$ cat src/rtl/pfail_pkg.sv
package pfail_pkg;
  typedef enum logic [4:0] {
    ST_FIRST = 5'b00001,
    ST_NORM  = 5'b00010,
    ST_PROT  = 5'b00100,
    ST_BACK  = 5'b01000,
    ST_RCV   = 5'b10000
  } pf_state_t;

  localparam int unsigned REC_NS_MIN = 2000;
  localparam int unsigned REC_NS_MAX = 125000;

  // flag positions in the filtered flag vector
  localparam int unsigned FL_RUN    = 0;
  localparam int unsigned FL_GUARD  = 1;
  localparam int unsigned FL_SWITCH = 2;
  localparam int unsigned FL_COUNT  = 3;

  function automatic int unsigned clamp_ns(input int unsigned ns);
    if (ns < REC_NS_MIN) return REC_NS_MIN;
    if (ns > REC_NS_MAX) return REC_NS_MAX;
    return ns;
  endfunction
endpackage

$ cat src/rtl/pfail_flag_filter.sv
module pfail_flag_filter #(
  parameter int unsigned SYNC_STAGES = 2,
  parameter int unsigned DEB_CYCLES  = 4
) (
  input  logic clk,
  input  logic rst_n,
  input  logic raw_i,
  output logic flt_o
);
  localparam int unsigned CW = $clog2(DEB_CYCLES + 1);

  logic [SYNC_STAGES-1:0] sync_q;
  logic [CW-1:0]          cnt_q;
  logic                   flt_q;
  logic                   sample;

  assign sample = sync_q[SYNC_STAGES-1];

  always_ff @(posedge clk or negedge rst_n) begin
    if (!rst_n) begin
      sync_q <= '0;
    end else begin
      sync_q <= {sync_q[SYNC_STAGES-2:0], raw_i};
    end
  end

  // level must differ from the accepted one for DEB_CYCLES edges in a row
  always_ff @(posedge clk or negedge rst_n) begin
    if (!rst_n) begin
      cnt_q <= '0;
      flt_q <= 1'b0;
    end else if (sample == flt_q) begin
      cnt_q <= '0;
    end else if (cnt_q == CW'(DEB_CYCLES - 1)) begin
      flt_q <= sample;
      cnt_q <= '0;
    end else begin
      cnt_q <= cnt_q + 1'b1;
    end
  end

  assign flt_o = flt_q;
endmodule

$ cat src/rtl/pfail_rec_timer.sv
module pfail_rec_timer #(
  parameter int unsigned LIM = 200,
  parameter int unsigned CW  = 8
) (
  input  logic clk,
  input  logic rst_n,
  input  logic run_i,
  output logic done_o
);
  logic [CW-1:0] cnt_q;

  // cleared whenever the window is not open, so each entry restarts it
  always_ff @(posedge clk or negedge rst_n) begin
    if (!rst_n) begin
      cnt_q <= '0;
    end else if (!run_i) begin
      cnt_q <= '0;
    end else if (cnt_q != CW'(LIM - 1)) begin
      cnt_q <= cnt_q + 1'b1;
    end
  end

  assign done_o = run_i && (cnt_q == CW'(LIM - 1));
endmodule

$ cat src/rtl/pfail_fsm.sv
module pfail_fsm
  import pfail_pkg::*;
(
  input  logic      clk,
  input  logic      rst_n,
  input  logic      run_f_i,
  input  logic      guard_f_i,
  input  logic      switch_f_i,
  input  logic      rec_done_i,
  output pf_state_t state_o
);
  pf_state_t st_q, st_d;

  always_comb begin
    st_d = st_q;
    unique case (st_q)
      ST_FIRST: if (run_f_i && guard_f_i) st_d = ST_RCV;
      ST_NORM:  if (!guard_f_i) st_d = ST_PROT;
      ST_PROT: begin
        if (!switch_f_i)               st_d = ST_BACK;
        else if (run_f_i && guard_f_i) st_d = ST_RCV;
      end
      ST_BACK:  if (switch_f_i) st_d = ST_PROT;
      ST_RCV: begin
        if (!run_f_i || !guard_f_i) st_d = ST_PROT;
        else if (rec_done_i)        st_d = ST_NORM;
      end
      default: st_d = ST_FIRST;
    endcase
  end

  always_ff @(posedge clk or negedge rst_n) begin
    if (!rst_n) st_q <= ST_FIRST;
    else        st_q <= st_d;
  end

  assign state_o = st_q;
endmodule

$ cat src/rtl/pfail_guard.sv
module pfail_guard
  import pfail_pkg::*;
#(
  parameter int unsigned CLK_MHZ     = 100,
  parameter int unsigned REC_NS      = 2000,
  parameter int unsigned SYNC_STAGES = 2,
  parameter int unsigned DEB_CYCLES  = 4
) (
  input  logic       clk,
  input  logic       rst_n,
  input  logic       sup_run_i,
  input  logic       sup_guard_i,
  input  logic       sup_switch_i,
  output logic       wr_block_o,
  output logic       out_hiz_o,
  output logic       in_ignore_o,
  output logic       bat_sel_o,
  output logic [4:0] status_o
);
  localparam int unsigned REC_NS_C = clamp_ns(REC_NS);
  localparam int unsigned REC_RAW  = CLK_MHZ * REC_NS_C / 1000;
  localparam int unsigned REC_LIM  = (REC_RAW == 0) ? 1 : REC_RAW;
  localparam int unsigned REC_CW   = $clog2(REC_LIM + 1);

  logic [FL_COUNT-1:0] raw_flags;
  logic [FL_COUNT-1:0] flt_flags;
  logic                rec_done;
  logic                protect;
  pf_state_t           state;

  assign raw_flags[FL_RUN]    = sup_run_i;
  assign raw_flags[FL_GUARD]  = sup_guard_i;
  assign raw_flags[FL_SWITCH] = sup_switch_i;

  for (genvar g = 0; g < FL_COUNT; g++) begin : g_flag
    pfail_flag_filter #(
      .SYNC_STAGES(SYNC_STAGES),
      .DEB_CYCLES (DEB_CYCLES)
    ) i_filter (
      .clk  (clk),
      .rst_n(rst_n),
      .raw_i(raw_flags[g]),
      .flt_o(flt_flags[g])
    );
  end

  pfail_rec_timer #(
    .LIM(REC_LIM),
    .CW (REC_CW)
  ) i_timer (
    .clk   (clk),
    .rst_n (rst_n),
    .run_i (state == ST_RCV),
    .done_o(rec_done)
  );

  pfail_fsm i_fsm (
    .clk       (clk),
    .rst_n     (rst_n),
    .run_f_i   (flt_flags[FL_RUN]),
    .guard_f_i (flt_flags[FL_GUARD]),
    .switch_f_i(flt_flags[FL_SWITCH]),
    .rec_done_i(rec_done),
    .state_o   (state)
  );

  // zero-delay protect: leaves no cycle of access once the guard flag drops
  assign protect     = !((state == ST_NORM) && flt_flags[FL_GUARD]);
  assign wr_block_o  = protect;
  assign out_hiz_o   = protect;
  assign in_ignore_o = protect;
  assign bat_sel_o   = (state == ST_BACK);
  assign status_o    = state;
endmodule

$ cat config.mk
export PLATFORM = sky130hd
export DESIGN_NAME = pfail_guard
export DESIGN_NICKNAME = d
export VERILOG_FILES = /design/src/rtl/pfail_pkg.sv /design/src/rtl/pfail_flag_filter.sv /design/src/rtl/pfail_rec_timer.sv /design/src/rtl/pfail_fsm.sv /design/src/rtl/pfail_guard.sv
export SDC_FILE = /design/constraint.sdc
export NUM_CORES = 1
export LEC_CHECK = 0
export BUFFER_PORTS_ARGS = -buffer_cell sky130_fd_sc_hd__buf_2
export CAP_MARGIN = 20
export CORE_UTILIZATION = 45
export CTS_CLUSTER_DIAMETER = 40
export DETAILED_ROUTE_END_ITERATION = 7
export SLEW_MARGIN = 30
export SYNTH_ARGS = -nofsm -noshare
export SYNTH_HDL_FRONTEND = slang
export SYNTH_SLANG_ARGS = --single-unit
$ cat constraint.sdc
create_clock -name clk -period 2.3 [get_ports clk]
set_clock_uncertainty 0.2 [all_clocks]
set_input_delay 0.23 -clock clk [delete_from_list [all_inputs] [get_ports clk]]
set_output_delay 0.23 -clock clk [all_outputs]
set_load 0.03 [all_outputs]
==> summary.txt, run 1 <==
Die
  • Initial cell density of the core: 0.4786
  • I/O Pins: 14
  • Core ar.: 3103 um^2
  • Vertical die dimension: 59.45 um
  • Horizontal die dimension: around 59 um
  • DIE AREA: 3534 um^2
  • Row Count: 20

Placement
  • Post-DP Area: 1531 um^2
  • Port Buf Inserts: 13
  • Gpl congestion: 0.7696
  • HPWL reported at the end of detailed placement: 1.650 mm

Drt
  • Post-detailed-route count of antenna-violating nets: 0
  • Average wire per cell in the routed design: 12.31 um
  • DRT iter0 DRCs: 30
  • First-pass DRT Iterations: 4
  • Routed vias/inst: 5.156
  • Vias: 990
  • Post-detailed-routing wire length: 2.363 mm
  • DRC violation count after routing: 0

Clock network
  • Clock Sink Count: 31
  • CTS buffer count: 5
  • Clock tree from TritonCTS: yes
  • Post-CTS setup buffers: 0
  • Cts repair resizes: 0
  • Insertion delay to the later sink of the worst-skew pair: ~320 ps
  • Buffers from clock root to sink, at most: 2
  • Clock root buffer master: sky130_fd_sc_hd__clkbuf_4
  • Clock transition at the registers of the reported paths: 90 ps
  • H-tree level count: 2
  • Number of buffers added to fix hold violations after cts: 4

Logic synthesis
  • Mapped cell area: 1485 um^2
  • Number of synthesized register bits: 31
  • Number of synthesized flops with an enable pin: 0
  • Net Count, Synth: approximately 140
  • Biggest area contributors in the synthesized netlist: sky130_fd_sc_hd__dfrtp_1, sky130_fd_sc_hd__xnor2_1, sky130_fd_sc_hd__nor3b_1, sky130_fd_sc_hd__ha_1, sky130_fd_sc_hd__nor2_1
  • Synthesized netlist cell count: 130
  • Main synth FF type: sky130_fd_sc_hd__dfrtp_1
  • Area share of the leading cell type in the synthesized netlist: 0.5055
  • Number of different library cells in the post-synthesis netlist: 39
  • Yosys synthesis warning count: 0
  • Mean instance size in the synthesized netlist: 11.42 um^2
  • Yosys top cell by area: sky130_fd_sc_hd__dfrtp_1
  • Synth async-reset ratio: 1.000
  • Sequential area share after synthesis: 0.5232

Timing
  • Final setup viols: 0
  • Minimum clock period: 2065 ps
  • Maximum achievable frequency: 484.4 MHz
  • Final cycle utilization of the critical path: 0.8976
  • Count of endpoints failing hold in the final timing report: 0
  • Tightest Pin Transition: 659.5 ps
  • Total negative slack: 0 ps
  • Final-report max-slew violation count: 0
  • RSZ-0062 raised after global routing: no
  • Worst slew margin relative to its limit: 0.5603

Setup path
  • Worst Path Required: 1870 ps
  • Critical-path maximum fanout: 11
  • CP Class: reg2out
  • Crit. End Element: output pin
  • Kind of start point of the critical path: flop
  • Arrival time reported for the critical path endpoint: ~1600 ps

Cells and area
  • Post-synthesis to final-layout area growth: 11.63%
  • Most common cell after layout, fill and taps aside: sky130_fd_sc_hd__dfrtp_1
  • Diode count: 0
  • Top library cells by usage in the layout, fill and taps aside: sky130_fd_sc_hd__dfrtp_1, sky130_fd_sc_hd__buf_2, sky130_fd_sc_hd__nor2_1
  • Number of nets at the end of the flow: 156
  • Fin area: roughly 1700 um^2
  • Share of cells above drive strength 1: 0.2162

Global routing
  • Gr usage total: 0.1668
  • Number of global-route vias before repair: 1020
  • Sum of overflow across all layers after global routing: 0
  • Initial antenna violation count: 0
  • Wire length of the first global-routing pass: 4.236 mm
  • Pin count of the biggest net entering global routing: 32

Power and ir drop
  • Flop pwr share: 0.487
  • Peak ir drop on the vdd network: 0.0005187 V
  • Clock network fraction of total power: 0.280
  • Leakage power: 0.7453 nW
  • Ratio of total power to cell area: between 900 and 1000 nW/um^2
  • Net switching power of the design: 0.4842 mW
  • Logic pwr share: 0.233
  • Proportion of total power due to net switching: 0.3104
  • Internal cell power: 1.076 mW

Flow run
  • Max-cap violation count: 0

Hold path
  • Class of the worst hold path: reg2reg

Run status
  • Status: complete, no violations
-- worst paths after layout --
check	start	to	slack, ps	cells after the start
worst max-delay path	i_fsm.state_o[2]	bat_sel_o	240	4
worst min-delay path	g_flag[0].i_filter.sync_q[0]	g_flag[0].i_filter.sync_q[1]	160	0
worst max register to register	i_timer.cnt_q[0]	i_fsm.state_o[1]	480	5
worst min register to register	g_flag[0].i_filter.sync_q[0]	g_flag[0].i_filter.sync_q[1]	160	0
max in group asynchronous	rst_n	g_flag[1].i_filter.cnt_q[2]	1210	2
min in group asynchronous	rst_n	i_timer.cnt_q[3]	270	2
-- state kept, by name, summed over array words and instances (netlist names) --
| name | cells |
|---|---|
| i_fsm.state_o | 5 |
| g_flag.i_filter.flt_o | 3 |
| g_flag.i_filter.sync_q | 6 |
| i_timer.cnt_q | 8 |
| g_flag.i_filter.cnt_q | 9 |
-- critical path, stage by stage, from the launching register on --
cell	delay, ps
sky130_fd_sc_hd__dfrtp_1	530
sky130_fd_sc_hd__nor3_2	370
sky130_fd_sc_hd__nand2_1	110
sky130_fd_sc_hd__nor2_1	90
sky130_fd_sc_hd__buf_2	200
-- metal layers --
| metal | part of all wire | GRT usage | wire length, um |
|---|---|---|---|
| met1 | 0.45 | 0.1849 | 1061 |
| met2 | 0.50 | 0.2809 | 1170 |
| met3 | 0.033 | 0.05240 | 77 |
| met4 | 0.022 | 0.09524 | 53 |
| met5 | 0 | 0 | 0 |
-- layout make-up --
cell class	count	area, um^2
Clock inverter	2	35.03
Inverter	2	7.507
Timing Repair Buffer	18	112.6
Sequential cell	31	777.0
Tap cell	44	55.05
Fill cell	296	1445
Clock buffer	6	51.30
Multi-Input combinational cell	89	619.3
-- cell families (layout without fill, tap and decap cells) --
family / Yosys count / count (layout) / share of synthesized area
buf+inv: 10 / 28 / 0.05981
flops: 31 / 31 / 0.5232
xor+xnor: 11 / 11 / 0.06487
simple gates: 53 / 53 / 0.2106
fa+ha+maj: 4 / 4 / 0.03370
mux: 5 / 5 / 0.03622
compound gates: 16 / 16 / 0.07161
-- power by group through the flow --
| stage | clock, mW | combinational [mW] | sequential, mW |
|---|---|---|---|
| after floorplan | 0 | 0.332 | 0.739 |
| after detailed placement | 0 | 0.365 | 0.772 |
| after global routing | 0.476 | 0.424 | 0.779 |
| final | 0.437 | 0.364 | 0.759 |
| after CTS | 0.451 | 0.372 | 0.760 |
| after global placement | 0 | 0.353 | 0.765 |
-- per-stage QoR --
| step | hold slack, ps | cells | utilization | setup WS [ps] | power, mW |
|---|---|---|---|---|---|
| after CTS | 163.5 | 192 | 0.5343 | 217.1 | 1.583 |
| after floorplan | -265.6 | 130 | - | 397.4 | 1.071 |
| final | 158.7 | 192 | 0.5343 | 235.5 | 1.560 |
| after global routing | 168.1 | 192 | 0.5343 | 118.1 | 1.679 |
| after detailed placement | 99.86 | 180 | 0.4935 | 473.5 | 1.137 |
| after global placement | 102.3 | 180 | 0.4935 | 513.3 | 1.118 |
-- cell usage after synthesis (2+ instances only) --
cell                       count
sky130_fd_sc_hd__and3_1        2
sky130_fd_sc_hd__or4_1         2
sky130_fd_sc_hd__buf_4         2
sky130_fd_sc_hd__buf_6         3
sky130_fd_sc_hd__nor2_1       12
sky130_fd_sc_hd__nor2b_1       4
sky130_fd_sc_hd__dfrtp_1      30
sky130_fd_sc_hd__inv_1         2
sky130_fd_sc_hd__ha_1          4
sky130_fd_sc_hd__nor3b_1       8
sky130_fd_sc_hd__a31oi_1       2
sky130_fd_sc_hd__o21ai_0       6
sky130_fd_sc_hd__nand2_1       4
sky130_fd_sc_hd__and3b_1       2
sky130_fd_sc_hd__nand2b_1      2
sky130_fd_sc_hd__nand3b_1      2
sky130_fd_sc_hd__clkbuf_8      2
sky130_fd_sc_hd__xnor2_1       7
sky130_fd_sc_hd__nor3_1        3
sky130_fd_sc_hd__mux2i_1       2
sky130_fd_sc_hd__nand3_1       5
sky130_fd_sc_hd__mux2_2        3
sky130_fd_sc_hd__xor2_1        4
sky130_fd_sc_hd__a21oi_1       2
(Power assumes the default switching activity.)
==> run 2, diff against run 1 <==
==> constraint.sdc (replaced) <==
create_clock -name clk -period 2.6 [get_ports clk]
set_clock_uncertainty 0.2 [all_clocks]
set_input_delay 0.26 -clock clk [delete_from_list [all_inputs] [get_ports clk]]
set_output_delay 0.26 -clock clk [all_outputs]
set_load 0.03 [all_outputs]
==> run 2 against run 1 <==
  * Clock-buffer cell count increased by 2
  * Highest routed layer unchanged
  * Via count decreased by 0.10%
  * Largest power group unchanged
  * Non-clock buffer count decreased by 1
==> summary.txt, run 2 (synthesis results as in run 1) <==
Drt
  • First-pass DRT Iterations: 4 (unchanged)
  • DRC violation count after routing: 0 (unchanged)
  • DRT iter0 DRCs: 37 (+23%)
  • Topmost layer with routed signal wires: met4
  • Post-detailed-routing wire length: 2.476 mm (+4.8%)
  • Routed vias/inst: 5.178 (+0.42%)
  • Average wire per cell in the routed design: 12.96 um (+5.3%)
  • Post-detailed-route count of antenna-violating nets: 0 (unchanged)
  • M1 WL: 1.141 mm (+7.5%)
  • Vias: 989 (-0.10%)
  • Wire length on met3: 89 um (+16%)
  • Detailed-routed wire length on met2: 1.224 mm (+4.6%)

Timing
  • Total negative slack: 0 ps (unchanged)
  • Worst slew margin relative to its limit: 0.5619 (+0.001561)
  • Final worst setup slack: 442.3 ps (+206.8 ps)
  • Final Hold Slack: 158.0 ps (-0.6640 ps)
  • Tightest Pin Transition: 657.2 ps (-2.341 ps)
  • Minimum clock period: 2158 ps
  • Final-report max-slew violation count: 0 (unchanged)
  • RSZ-0062 raised after global routing: no
  • Final cycle utilization of the critical path: 0.8299
  • Final setup viols: 0 (unchanged)
  • Maximum achievable frequency: about 460 MHz
  • Count of endpoints failing hold in the final timing report: 0 (unchanged)

Clock network
  • Cts repair resizes: 0 (unchanged)
  • CTS buffer count: 5 (unchanged)
  • Number of buffers added to fix hold violations after cts: 4 (unchanged)
  • Buffers from clock root to sink, at most: 2 (unchanged)
  • Clock root buffer master: sky130_fd_sc_hd__clkbuf_4
  • Post-CTS setup buffers: 0 (unchanged)
  • H-tree level count: 2 (unchanged)
  • Clock transition at the registers of the reported paths: 90 ps (about the same)
  • Insertion delay to the later sink of the worst-skew pair: 320 ps (about the same)
  • Clock Sink Count: 31 (unchanged)
  • Clock tree from TritonCTS: yes

Die
  • DIE AREA: 3534 um^2 (unchanged)
  • Core ar.: 3103 um^2 (unchanged)
  • Initial cell density of the core: 0.4786 (unchanged)
  • Horizontal die dimension: 59.45 um (unchanged)
  • I/O Pins: 14 (unchanged)
  • Vertical die dimension: 59.45 um (unchanged)
  • Row Count: 20 (unchanged)

Cells and area
  • Diode count: 0 (unchanged)
  • Post-synthesis to final-layout area growth: 9.941%
  • Register with the most flip-flops: g_flag.i_filter.cnt_q
  • End-of-flow core utilization: 0.5262 (-0.008064)
  • Most common cell after layout, fill and taps aside: sky130_fd_sc_hd__dfrtp_1
  • Top library cells by usage in the layout, fill and taps aside: sky130_fd_sc_hd__dfrtp_1, sky130_fd_sc_hd__buf_2, sky130_fd_sc_hd__nor2_1
  • Max FFs per register: 9 (unchanged)
  • Number of nets at the end of the flow: 155 (-0.64%)
  • Top flop regs: g_flag.i_filter.cnt_q x9, i_timer.cnt_q x8, g_flag.i_filter.sync_q x6
  • Fin area: 1633 um^2 (-1.5%)
  • Share of cells above drive strength 1: 0.2041 (-0.01213)

Setup path
  • Cell with the largest stage delay on the worst path: sky130_fd_sc_hd__dfrtp_1
  • Reg2reg setup slack: 720 ps (+240 ps)
  • Startpoint of the most critical register-to-register path: i_timer.cnt_q[0]
  • Critical-path maximum fanout: 11 (unchanged)
  • Crit. End Element: output pin
  • Kind of start point of the critical path: flop
  • Largest incremental delay on the critical path: 530 ps (about the same)
  • Reg2Reg Depth: 5 (unchanged)
  • CP Launch Point: i_fsm.state_o[2]
  • Cell-by-cell trace of the critical path: nor3_2 > nand2_1 > nor2_1 > buf_2
  • Capturing point of the worst reg2reg path: i_fsm.state_o[1]
  • Worst Path Required: 2140 ps (+270 ps)
  • Arrival time reported for the critical path endpoint: 1700 ps (+70 ps)
  • CP Class: reg2out

Power and ir drop
  • Leakage power: 0.7302 nW (-2.0%)
  • Ratio of total power to cell area: 807.9 nW/um^2 (-14%)
  • Peak ir drop on the vdd network: 0.0004036 V (-22%)

Hold path
  • Hold path startpoint: g_flag[0].i_filter.sync_q[0]
  • Class of the worst hold path: reg2reg
  • Hold path endpoint: g_flag[0].i_filter.sync_q[1]
  • Number of cells on the worst hold path: 0 (unchanged)

Run status
  • Status: complete, no violations

Placement
  • Post-DP Area: 1524 um^2 (-0.49%)
  • Post-Place Setup Slack: 769.7 ps (+296.3 ps)
  • Port Buf Inserts: 13 (unchanged)
  • HPWL reported at the end of detailed placement: 1.664 mm (+0.88%)
  • Gpl congestion: 0.7650 (-0.60%)

Global routing
  • Initial antenna violation count: 0 (unchanged)
  • Pin count of the biggest net entering global routing: 32 (unchanged)
  • Wire length of the first global-routing pass: 4.326 mm (+2.1%)
  • Gr usage total: 0.1681 (+0.001242)
  • Sum of overflow across all layers after global routing: 0 (unchanged)
  • Number of global-route vias before repair: 1027 (+0.69%)

Flow run
  • Max-cap violation count: 0 (unchanged)
run 2: report_power, final:
| part | switching, mW | total (mW) | leakage (nW) | internal, mW |
|---|---|---|---|---|
| logic | 0.169 | 0.330 | 0.289 | 0.160 |
| clock network | 0.157 | 0.316 | 0.0386 | 0.159 |
| registers | 0.109 | 0.674 | 0.403 | 0.564 |
| total | 0.435 | 1.32 | 0.730 | 0.884 |
run 2: worst max-delay path by stage:
stage | end | slack (ps) | cells past startpoint
finish | bat_sel_o | 440 | 4
detailed placement | i_fsm.state_o[1] | 770 | 5
CTS | bat_sel_o | 430 | 4
floorplan | out_hiz_o | 670 | 4
global route | bat_sel_o | 300 | 4
global placement | i_timer.cnt_q[0] | 810 | 5
run 2: worst max-delay path: cells and delay by family, from the launching register on:
family,cells,cell delay [ps]
simple gates,3,650
flops,1,530
buf+inv,1,200
run 2: layer usage:
| layer | track usage | vias to the layer above |
|---|---|---|
| li1 | - | 484 |
| met1 | 0.1972 | 476 |
| met2 | 0.2825 | 27 |
| met3 | 0.05895 | 2 |
| met4 | 0.06122 | 0 |
| met5 | 0 | - |
run 2: through the flow:
step	total power, mW	instances
after floorplan	0.9472	130
after global placement	0.9876	179
after detailed placement	1.008	179
after CTS	1.327	191
after global routing	1.409	191
final	1.319	191
run 2: area by class of cell:
cell class	instances	area [um^2]
fill	285	1470
sequential	31	777.0
tap	44	55.05
timing repair buffer	17	105.1
inverter	2	7.507
multi-input combinational	89	619.3
clock buffer	8	68.82
==> run 3, diff against run 2 <==
==> constraint.sdc (replaced) <==
create_clock -name clk -period 2.1 [get_ports clk]
set_clock_uncertainty 0.2 [all_clocks]
set_input_delay 0.21 -clock clk [delete_from_list [all_inputs] [get_ports clk]]
set_output_delay 0.21 -clock clk [all_outputs]
set_load 0.03 [all_outputs]
==> run 3 against run 2 <==
  * Die area is the same
  * Core utilization grew 0.85 points
  * Global-route usage grew 1.3 points
  * Register-to-register slack lost 450 ps
  * Non-clock buffer count grew 2
  * Flip-flop and latch count is the same
  * Cell count grew 0.52%
  * Setup slack lost 270 ps
  * Clock-buffer cell count shrank 2
  * Clock power grew 38%
  * Critical endpoint unchanged
==> summary.txt, run 3 (synthesis results as in run 1) <==
Cells and area
  • Top library cells by usage in the layout, fill and taps aside: sky130_fd_sc_hd__dfrtp_1, sky130_fd_sc_hd__buf_2, sky130_fd_sc_hd__nor2_1
  • Filler-free cell count of the finished design: 192 (+0.52%)
  • Share of cells above drive strength 1: 0.2230 (+0.01889)
  • Register with the most flip-flops: g_flag.i_filter.cnt_q
  • Number of nets at the end of the flow: 157 (+1.3%)
  • Max FFs per register: 9 (unchanged)
  • Post-synthesis to final-layout area growth: 11.71%
  • Diode count: 0 (unchanged)
  • Most common cell after layout, fill and taps aside: sky130_fd_sc_hd__dfrtp_1
  • Top flop regs: g_flag.i_filter.cnt_q x9, i_timer.cnt_q x8, g_flag.i_filter.sync_q x6
  • Fin area: 1659 um^2 (+1.6%)

Timing
  • Maximum achievable frequency: 517.9 MHz
  • Final-report max-slew violation count: 0 (unchanged)
  • Minimum clock period: 1931 ps
  • Tightest Pin Transition: 673.0 ps (+15.80 ps)
  • Final cycle utilization of the critical path: 0.9195
  • Total negative slack: 0 ps (unchanged)
  • Final worst setup slack: 169.0 ps (-273.3 ps)
  • Worst slew margin relative to its limit: 0.5514 (-0.01053)
  • Final setup viols: 0 (unchanged)
  • Count of endpoints failing hold in the final timing report: 0 (unchanged)
  • Final Hold Slack: 159.7 ps (+1.671 ps)
  • RSZ-0062 raised after global routing: no

Clock network
  • Post-CTS setup buffers: 0 (unchanged)
  • CTS buffer count: 5 (unchanged)
  • Clock transition at the registers of the reported paths: 90 ps (about the same)
  • Clock Sink Count: 31 (unchanged)
  • Buffers from clock root to sink, at most: 2 (unchanged)
  • Clock root buffer master: sky130_fd_sc_hd__clkbuf_4
  • H-tree level count: 2 (unchanged)
  • Insertion delay to the later sink of the worst-skew pair: 330 ps (about the same)
  • Clock tree from TritonCTS: yes

Power and ir drop
  • Peak ir drop on the vdd network: 0.0005469 V (+36%)
  • Ratio of total power to cell area: 1012 nW/um^2 (+25%)
  • Leakage power: 0.7382 nW (+1.1%)

Run status
  • Status: complete, no violations

Die
  • Initial cell density of the core: 0.4786 (unchanged)
  • Vertical die dimension: 59.45 um (unchanged)
  • Core ar.: 3103 um^2 (unchanged)
  • Row Count: 20 (unchanged)
  • I/O Pins: 14 (unchanged)
  • DIE AREA: 3534 um^2 (unchanged)
  • Horizontal die dimension: 59.45 um (unchanged)

Placement
  • Post-Place Setup Slack: 285.7 ps (-484.0 ps)
  • Gpl congestion: 0.7260 (-5.1%)
  • Port Buf Inserts: 13 (unchanged)
  • Number of placed instances, taps included: 181 (+1.1%)
  • Post-DP Area: 1539 um^2 (+0.99%)
  • HPWL reported at the end of detailed placement: 1.615 mm (-2.9%)

Drt
  • DRT iter0 DRCs: 28 (-24%)
  • Average wire per cell in the routed design: 12.80 um (-1.3%)
  • Post-detailed-routing wire length: 2.457 mm (-0.77%)
  • DRC violation count after routing: 0 (unchanged)
  • Vias: 1012 (+2.3%)
  • Post-detailed-route count of antenna-violating nets: 0 (unchanged)
  • First-pass DRT Iterations: 4 (unchanged)
  • Routed vias/inst: 5.271 (+1.8%)

Global routing
  • Number of global-route vias before repair: 1056 (+2.8%)
  • Initial antenna violation count: 0 (unchanged)
  • Sum of overflow across all layers after global routing: 0 (unchanged)
  • Wire length of the first global-routing pass: 4.540 mm (+4.9%)
  • Met2 global-route usage: 0.2953 (+0.01284)
  • Gr usage total: 0.1808 (+0.01270)
  • GR met3 Demand/Resource: 0.06550 (+0.006550)
  • Pin count of the biggest net entering global routing: 32 (unchanged)
  • Met1 Usage GRT: 0.2031 (+0.005898)
  • Highest-utilization routing layer at the global route stage: met2

Setup path
  • Cell with the largest stage delay on the worst path: sky130_fd_sc_hd__dfrtp_2
  • CP Class: reg2out
  • Critical-path maximum fanout: 11 (unchanged)
  • Arrival time reported for the critical path endpoint: 1520 ps (-180 ps)
  • Worst Path Required: 1690 ps (-450 ps)
  • Crit. End Element: output pin
  • Kind of start point of the critical path: flop
  • Cell-by-cell trace of the critical path: nor3_4 > nand2_1 > nor2_1 > buf_2
  • Largest incremental delay on the critical path: 510 ps (-20 ps)

Hold path
  • Class of the worst hold path: reg2reg

Flow run
  • Max-cap violation count: 0 (unchanged)
-- run 3: cell types whose count changed in the layout (fill, tap and decap cells not counted), sizes merged --
cell | previous run | this run
buf | 13 | 15
clkbuf | 8 | 6
bufinv | 0 | 1
-- run 3: through the flow --
stage	total power, mW	util
2_1_floorplan	1.173	-
3_3_place_gp	1.226	0.4960
3_5_place_dp	1.241	0.4960
4_1_cts	1.692	0.5319
5_1_grt	1.810	0.5347
6_report	1.680	0.5347
-- run 3: power by group --
part           leakage (nW)  switching [mW]  internal [mW]  total (mW)
registers             0.400           0.137          0.701       0.838
clock network        0.0383           0.191          0.245       0.436
logic                 0.300           0.205          0.201       0.406
-- run 3: worst paths after layout --
check                                        startpoint                            to  slack [ps]  cells after the start
max reg2reg                            i_timer.cnt_q[0]              i_timer.cnt_q[0]         270                      5
min in group asynchronous                         rst_n              i_fsm.state_o[3]         240                      2
max                                    i_fsm.state_o[2]                     bat_sel_o         170                      4
min                        g_flag[0].i_filter.sync_q[0]  g_flag[0].i_filter.sync_q[1]         160                      0
max in group asynchronous                         rst_n              i_fsm.state_o[4]         990                      2
min reg2reg                g_flag[0].i_filter.sync_q[0]  g_flag[0].i_filter.sync_q[1]         160                      0
-- run 3: worst max-delay path, delay by kind of cell (launching register included) --
family,cells,cell delay [ps]
and+or+nand+nor,3,480
buffers and inverters,1,200
DFF,1,510
-- run 3: final cells by class --
class	count	area, um^2
Clock buffer	6	41.29
Clock inverter	1	30.03
Fill cell	298	1444
Inverter	2	7.507
Multi-Input combinational cell	89	625.6
Sequential cell	31	779.5
Tap cell	44	55.05
Timing Repair Buffer	19	120.1
-- run 3: layer usage --
metal  up-vias  wire [um]
met4         0         74
met5         -          0
met1       501       1106
met2        15       1180
met3         8         96
li1        488          -
-- run 3: repair_timing --
| item | CTS | global route |
|---|---|---|
| gates resized for setup | 0 | 3 |
| setup endpoints to repair | 0 | 4 |
| endpoints found under the hold margin | 33 | 0 |
| hold buffers | 4 | 0 |
